### src/rtl/plane_dp_pkg.sv
package plane_dp_pkg;
  localparam int NPLANES = 4;
  localparam int PLANE_W = 8;

  typedef enum logic [1:0] {
    ALU_COPY = 2'd0,
    ALU_AND  = 2'd1,
    ALU_OR   = 2'd2,
    ALU_XOR  = 2'd3
  } alu_fn_e;

  typedef enum logic [1:0] {
    WM_DIRECT = 2'd0,
    WM_LATCH  = 2'd1,
    WM_SPREAD = 2'd2,
    WM_MASKED = 2'd3
  } wr_mode_e;
endpackage

### src/rtl/plane_dp_latch.sv
module plane_dp_latch #(
  parameter int NP = plane_dp_pkg::NPLANES,
  parameter int PW = plane_dp_pkg::PLANE_W
) (
  input  logic           clk_i,
  input  logic           rst_ni,
  input  logic           load_i,
  input  logic [NP*PW-1:0] d_i,
  output logic [NP*PW-1:0] q_o
);
  always_ff @(posedge clk_i or negedge rst_ni) begin
    if (!rst_ni)     q_o <= '0;
    else if (load_i) q_o <= d_i;
  end
endmodule

### src/rtl/plane_dp_write.sv
module plane_dp_write
  import plane_dp_pkg::*;
#(
  parameter int NP = NPLANES,
  parameter int PW = PLANE_W,
  localparam int RW = $clog2(PW)
) (
  input  wr_mode_e         mode_i,
  input  alu_fn_e          fn_i,
  input  logic [RW-1:0]    rot_i,
  input  logic [PW-1:0]    mask_i,
  input  logic [NP-1:0]    sr_i,
  input  logic [NP-1:0]    sre_i,
  input  logic [PW-1:0]    host_i,
  input  logic [NP*PW-1:0] latch_i,
  output logic [NP*PW-1:0] wdata_o
);
  logic [2*PW-1:0] dbl;
  logic [PW-1:0]   rot;

  assign dbl = {host_i, host_i} >> rot_i;
  assign rot = dbl[PW-1:0];

  for (genvar p = 0; p < NP; p++) begin : g_plane
    logic [PW-1:0] lat, src, res, msk;
    assign lat = latch_i[p*PW +: PW];

    always_comb begin
      msk = mask_i;
      unique case (mode_i)
        WM_DIRECT: src = sre_i[p] ? {PW{sr_i[p]}} : rot;
        WM_SPREAD: src = sre_i[p] ? {PW{sr_i[p]}} : {PW{host_i[p]}};
        WM_MASKED: begin
          src = {PW{sr_i[p]}};
          msk = rot & mask_i;
        end
        default:   src = lat;
      endcase
      unique case (fn_i)
        ALU_AND: res = src & lat;
        ALU_OR:  res = src | lat;
        ALU_XOR: res = src ^ lat;
        default: res = src;
      endcase
    end

    assign wdata_o[p*PW +: PW] = (mode_i == WM_LATCH) ? lat : ((res & msk) | (lat & ~msk));
  end
endmodule

### src/rtl/plane_dp_read.sv
module plane_dp_read #(
  parameter int NP = plane_dp_pkg::NPLANES,
  parameter int PW = plane_dp_pkg::PLANE_W,
  localparam int MW = $clog2(NP)
) (
  input  logic             mode_i,
  input  logic [MW-1:0]    map_i,
  input  logic [NP-1:0]    color_i,
  input  logic [NP-1:0]    care_i,
  input  logic [NP*PW-1:0] latch_i,
  output logic [PW-1:0]    rdata_o
);
  logic [PW-1:0] sel, cmp;

  assign sel = latch_i[map_i*PW +: PW];

  for (genvar n = 0; n < PW; n++) begin : g_pix
    logic [NP-1:0] miss;
    for (genvar p = 0; p < NP; p++) begin : g_pl
      assign miss[p] = care_i[p] & (latch_i[p*PW + n] ^ color_i[p]);
    end
    assign cmp[n] = ~|miss;
  end

  assign rdata_o = mode_i ? cmp : sel;
endmodule

### src/rtl/plane_dp.sv
module plane_dp
  import plane_dp_pkg::*;
#(
  parameter int NP = NPLANES,
  parameter int PW = PLANE_W,
  localparam int RW = $clog2(PW),
  localparam int MW = $clog2(NP),
  localparam int DW = NP * PW
) (
  input  logic          clk_i,
  input  logic          rst_ni,
  input  logic          host_re_i,
  input  logic          host_we_i,
  input  logic [PW-1:0] host_data_i,
  output logic [PW-1:0] host_rdata_o,
  input  logic [DW-1:0] plane_rdata_i,
  output logic          plane_we_o,
  output logic [DW-1:0] plane_wdata_o,
  input  logic [1:0]    wr_mode_i,
  input  logic          rd_mode_i,
  input  logic [1:0]    alu_fn_i,
  input  logic [RW-1:0] rot_cnt_i,
  input  logic [PW-1:0] bit_mask_i,
  input  logic [NP-1:0] set_reset_i,
  input  logic [NP-1:0] sr_enable_i,
  input  logic [NP-1:0] cmp_color_i,
  input  logic [NP-1:0] cmp_care_i,
  input  logic [MW-1:0] rd_map_i
);
  logic [DW-1:0] latch_q;
  logic [DW-1:0] wdata_d;

  plane_dp_latch #(.NP(NP), .PW(PW)) u_latch (
    .clk_i  (clk_i),
    .rst_ni (rst_ni),
    .load_i (host_re_i),
    .d_i    (plane_rdata_i),
    .q_o    (latch_q)
  );

  plane_dp_write #(.NP(NP), .PW(PW)) u_write (
    .mode_i  (wr_mode_e'(wr_mode_i)),
    .fn_i    (alu_fn_e'(alu_fn_i)),
    .rot_i   (rot_cnt_i),
    .mask_i  (bit_mask_i),
    .sr_i    (set_reset_i),
    .sre_i   (sr_enable_i),
    .host_i  (host_data_i),
    .latch_i (latch_q),
    .wdata_o (wdata_d)
  );

  plane_dp_read #(.NP(NP), .PW(PW)) u_read (
    .mode_i  (rd_mode_i),
    .map_i   (rd_map_i),
    .color_i (cmp_color_i),
    .care_i  (cmp_care_i),
    .latch_i (latch_q),
    .rdata_o (host_rdata_o)
  );

  // write word registered: built from pre-edge latches
  always_ff @(posedge clk_i or negedge rst_ni) begin
    if (!rst_ni) begin
      plane_we_o    <= 1'b0;
      plane_wdata_o <= '0;
    end else begin
      plane_we_o <= host_we_i;
      if (host_we_i) plane_wdata_o <= wdata_d;
    end
  end
endmodule

### config.mk
export PLATFORM = sky130hd
export DESIGN_NAME = plane_dp
export DESIGN_NICKNAME = d
export VERILOG_FILES = /design/src/rtl/plane_dp_pkg.sv /design/src/rtl/plane_dp_latch.sv /design/src/rtl/plane_dp_write.sv /design/src/rtl/plane_dp_read.sv /design/src/rtl/plane_dp.sv
export SDC_FILE = /design/constraint.sdc
export NUM_CORES = 1
export LEC_CHECK = 0
export ABC_AREA = 0
export BUFFER_PORTS_ARGS = -buffer_cell sky130_fd_sc_hd__buf_2
export CAP_MARGIN = 20
export CORE_AREA = 8 8 153 155
export DETAILED_ROUTE_END_ITERATION = 8
export DIE_AREA = 0 0 161 163
export PLACE_DENSITY = 0.45
export SYNTH_ARGS = -nofsm -noshare
export SYNTH_HDL_FRONTEND = slang
export SYNTH_HIERARCHICAL = 1
export SYNTH_SLANG_ARGS = --single-unit
### constraint.sdc
create_clock -name clk_i -period 6 [get_ports clk_i]
set_clock_uncertainty 0.1 [all_clocks]
set_input_delay 1.5 -clock clk_i [delete_from_list [all_inputs] [get_ports clk_i]]
set_output_delay 1.5 -clock clk_i [all_outputs]
set_load 0.05 [all_outputs]
==> impl_summary.txt <==
----------------------------------------------------
[Finish]
  Final standard cell utilization of the core ... 0.344
  Most frequent cells in the layout ... 118 x buf_2, 71 x nand2_1, 65 x dfrtp_1, 60 x mux2_4, 47 x o21ai_0
  Fraction of layout instances using a drive strength above 1 ... 0.308
  Most common cell after layout, fill and taps aside ... buf_2
  Area Overhead vs Synth ... 15.0%
  Number of diodes added for antenna fixing ... 0
  NumNets Final ... 851

[Power and ir drop]
  Comb pwr share ... 0.430
  Switching power as a share of total power ... 0.423
  Power Density ... around 260 nW/um^2
  Cell-internal power ... 1.09 mW
  Net load switching power ... approximately 0.8 mW
  Relative contribution of the clock network to total power ... 0.258
  Cell leakage power ... ~3.3 nW
  Total power ... between 1.5 and 2 mW
  Seq pwr share ... 0.311
  Worst supply voltage drop on vdd ... approximately 0.00013 V

[Synth]
  Post-Syn Nets ... around 760
  Top post-synthesis cells by area ... dfrtp_1 26%, mux2_4 14%, ha_1 6.4%
  Async set-reset flop share out of synthesis ... 1.00
  Dominant register cell in the synthesized netlist ... dfrtp_1
  Synth Register Bits ... 65
  Sequential-to-total area share from yosys stat ... 0.262
  YS warnings ... 6
  Post-synthesis cell area ... 6220 sq um
  Number of distinct library cell variants in the gate-level netlist after synthesis ... 45
  Average footprint of a synthesized cell ... 9.55 sq um
  Post-synth top area cell ... dfrtp_1
  Gate count after technology mapping ... 651
  Number of flops mapped to enable cells by yosys ... 0
  Post-synth top area share ... 0.262

[Clock network]
  Clk sink count ... 65
  CTS tree ... yes
  Clk buf depth ... 2
  Post_cts resized ... 0
  Clock Pin Slew Worst Setup and Hold Paths ... 50 ps
  Number of levels the H-tree was split into ... 3
  Num CTS Buffers ... 9
  Number of hold buffers added after CTS ... 0
  Cell at the root of the clock tree ... clkbuf_16
  Clock latency reported for the late side of the worst-skew pair ... 340 ps
  Post-CTS setup repair buffer count ... 0

[Timing]
  Fmax ... 221 MHz
  Setup WS post-layout ... 1460 ps
  Max-slew headroom ... 0.261
  RSZ-0062 raised after global routing ... no
  Pins Over Slew Limit ... 0
  Period utilisation layout ... 0.756
  Final setup violating endpoints ... 0
  Worst-Margin Slew ... roughly 1100 ps
  Setup TNS ... 0 ps
  Total count of hold-check failures in the final report ... 0
  Final period demand of the worst path ... ~4500 ps
  Min Hold Slack ... 406 ps

[Worst setup path]
  Length in cells of the worst reg-to-reg path ... 10
  Required time at the worst-slack endpoint ... 4400 ps
  Arrival time of the worst setup path ... about 2900 ps
  Crit. Startpoint ... rd_map_i[0]
  Largest fanout on the critical path ... 8
  Startpoint of the worst register-to-register path ... u_latch/q_o[23]
  Setup crit end kind ... output pin
  Register-to-register setup slack ... around 3600 ps
  Startpoint types ... input port
  End of the worst register-to-register path ... plane_wdata_o[23]
  Critical setup path kind ... input port to output pin

[Detailed routing]
  Routed Wire Length ... ~23000 microns
  Residual DRC ... 0
  Number of DRC violations after detailed-routing iteration 0 ... 459
  Drt via density ... 5.51
  Overall via count from detail_route ... 5623
  Number of nets still failing antenna checks after routing ... 0
  Final routed wire length divided by cell count ... ~22 microns
  Number of search-and-repair iterations in the first detailed-routing pass ... 5

[Global route]
  Global-route wire length before repair ... between 30000 and 40000 microns
  Maximum number of pins on one net before global-route repair ... 66
  Most crowded layer after global routing ... met2
  Met2 demand-to-capacity share in global routing ... 0.285
  Fraction of met1 tracks used by global routing ... 0.205
  M3 GR Usage ... 0.0384
  Number of antenna violations at the first check in global routing ... 0
  GR Util All Layers ... 0.171
  Leftover overflow at the end of global routing ... 0
  Vias in the first global route ... between 5000 and 6000

[Die]
  IO Pins ... 119
  Overall die area ... 26200 sq um
  Die height ... approximately 160 microns
  Site Rows ... 53
  Die Span X ... between 150 and 200 microns
  Starting utilization of the core area ... 0.299
  Area of the core region ... between 20000 and 25000 sq um

[Placement]
  Worst slack at placement ... between 1000 and 1500 ps
  Weighted congestion at the end of routability-driven global placement ... 0.846
  HPWL after DPL ... ~17000 microns
  Input/output buffers ... 118

[Worst hold path]
  Cell depth of the worst min-delay path ... 1
  Startpoint of the tightest hold check path ... plane_wdata_o[19]
  Type of the most critical hold path ... flip-flop to flip-flop
  Worst hold path endpoint ... plane_wdata_o[19]

[Run]
  # Max-Cap Violations ... 0

[Outcome]
  Run status ... complete, no violations

----------------------------------------------------
[sequential cells by signal (all words and copies together), names as in the netlist]
register and cells:
plane_wdata_o 32, plane_we_o 1, u_latch/q_o 32
[worst max-delay path by stage]
stage	end	slack (ps)	cells after the start
after CTS	host_rdata_o[2]	1450	5
after global placement	host_rdata_o[7]	1450	5
after detailed placement	plane_wdata_o[3]	1370	12
after global routing	host_rdata_o[3]	1400	5
final	host_rdata_o[1]	1460	5
after floorplan	host_rdata_o[0]	1780	4
[cell type report]
type / count / area, sq um
tap: 275 / 344
clock inverter: 7 / 47.5
inverter: 34 / 128
multi-input combinational: 505 / 4120
sequential: 65 / 1630
clock buffer: 9 / 225
fill: 2180 / 13700
timing repair buffer: 126 / 663
[layer usage]
layer	up-vias	routed length, microns
met5	-	0
met4	0	844
met2	198	10900
li1	2593	-
met1	2788	9570
met3	44	1230
[per-stage QoR]
step / instances / instance area (sq um)
floorplan: 651 / 6220
global placement: 1004 / 6860
detailed placement: 1004 / 6860
CTS: 1020 / 7130
global route: 1021 / 7150
finish: 1021 / 7150
[power groups by stage]
| stage | clock network (mW) | logic (mW) | registers [mW] |
|---|---|---|---|
| floorplan | 0 | 0.456 | 0.720 |
| global placement | 0 | 0.791 | 0.593 |
| detailed placement | 0 | 0.806 | 0.596 |
| CTS | 0.501 | 0.812 | 0.589 |
| global route | 0.521 | 0.878 | 0.598 |
| finish | 0.487 | 0.811 | 0.587 |
[logic make-up after synthesis]
logic type | Yosys count | synth area share
xor gates and xnor gates | 32 | 0.0451
and+or+nand+nor | 135 | 0.0954
adders and majority gates | 32 | 0.0644
AOI/OAI and AO/OA | 219 | 0.239
muxes | 87 | 0.218
DFF | 65 | 0.262
buffers and inverters | 81 | 0.0762
[worst max-delay path: stages]
cell and delay (ps):
buf_2 280, mux4_2 540, and2_1 160, a31o_1 220
buf_2 220
[synth_stat cells, types with 5 or more instances]
master / number
buf_1: 9
o211ai_1: 8
buf_2: 7
o22a_1: 18
o221ai_1: 8
nor2_1: 28
and3_1: 6
mux2_4: 60
a22oi_1: 38
a32oi_1: 14
nand2_1: 71
dfrtp_1: 65
xor2_1: 32
nand2b_1: 5
inv_1: 34
clkbuf_1: 17
a21oi_1: 46
a21o_1: 6
mux2i_1: 7
and2_1: 10
a31o_1: 8
buf_12: 6
a211oi_2: 5
o21ai_0: 47
mux2_2: 5
mux4_2: 14
o21ai_1: 8
ha_1: 32
nand3_1: 7
Note: power is estimated with default switching activity, not from simulation.
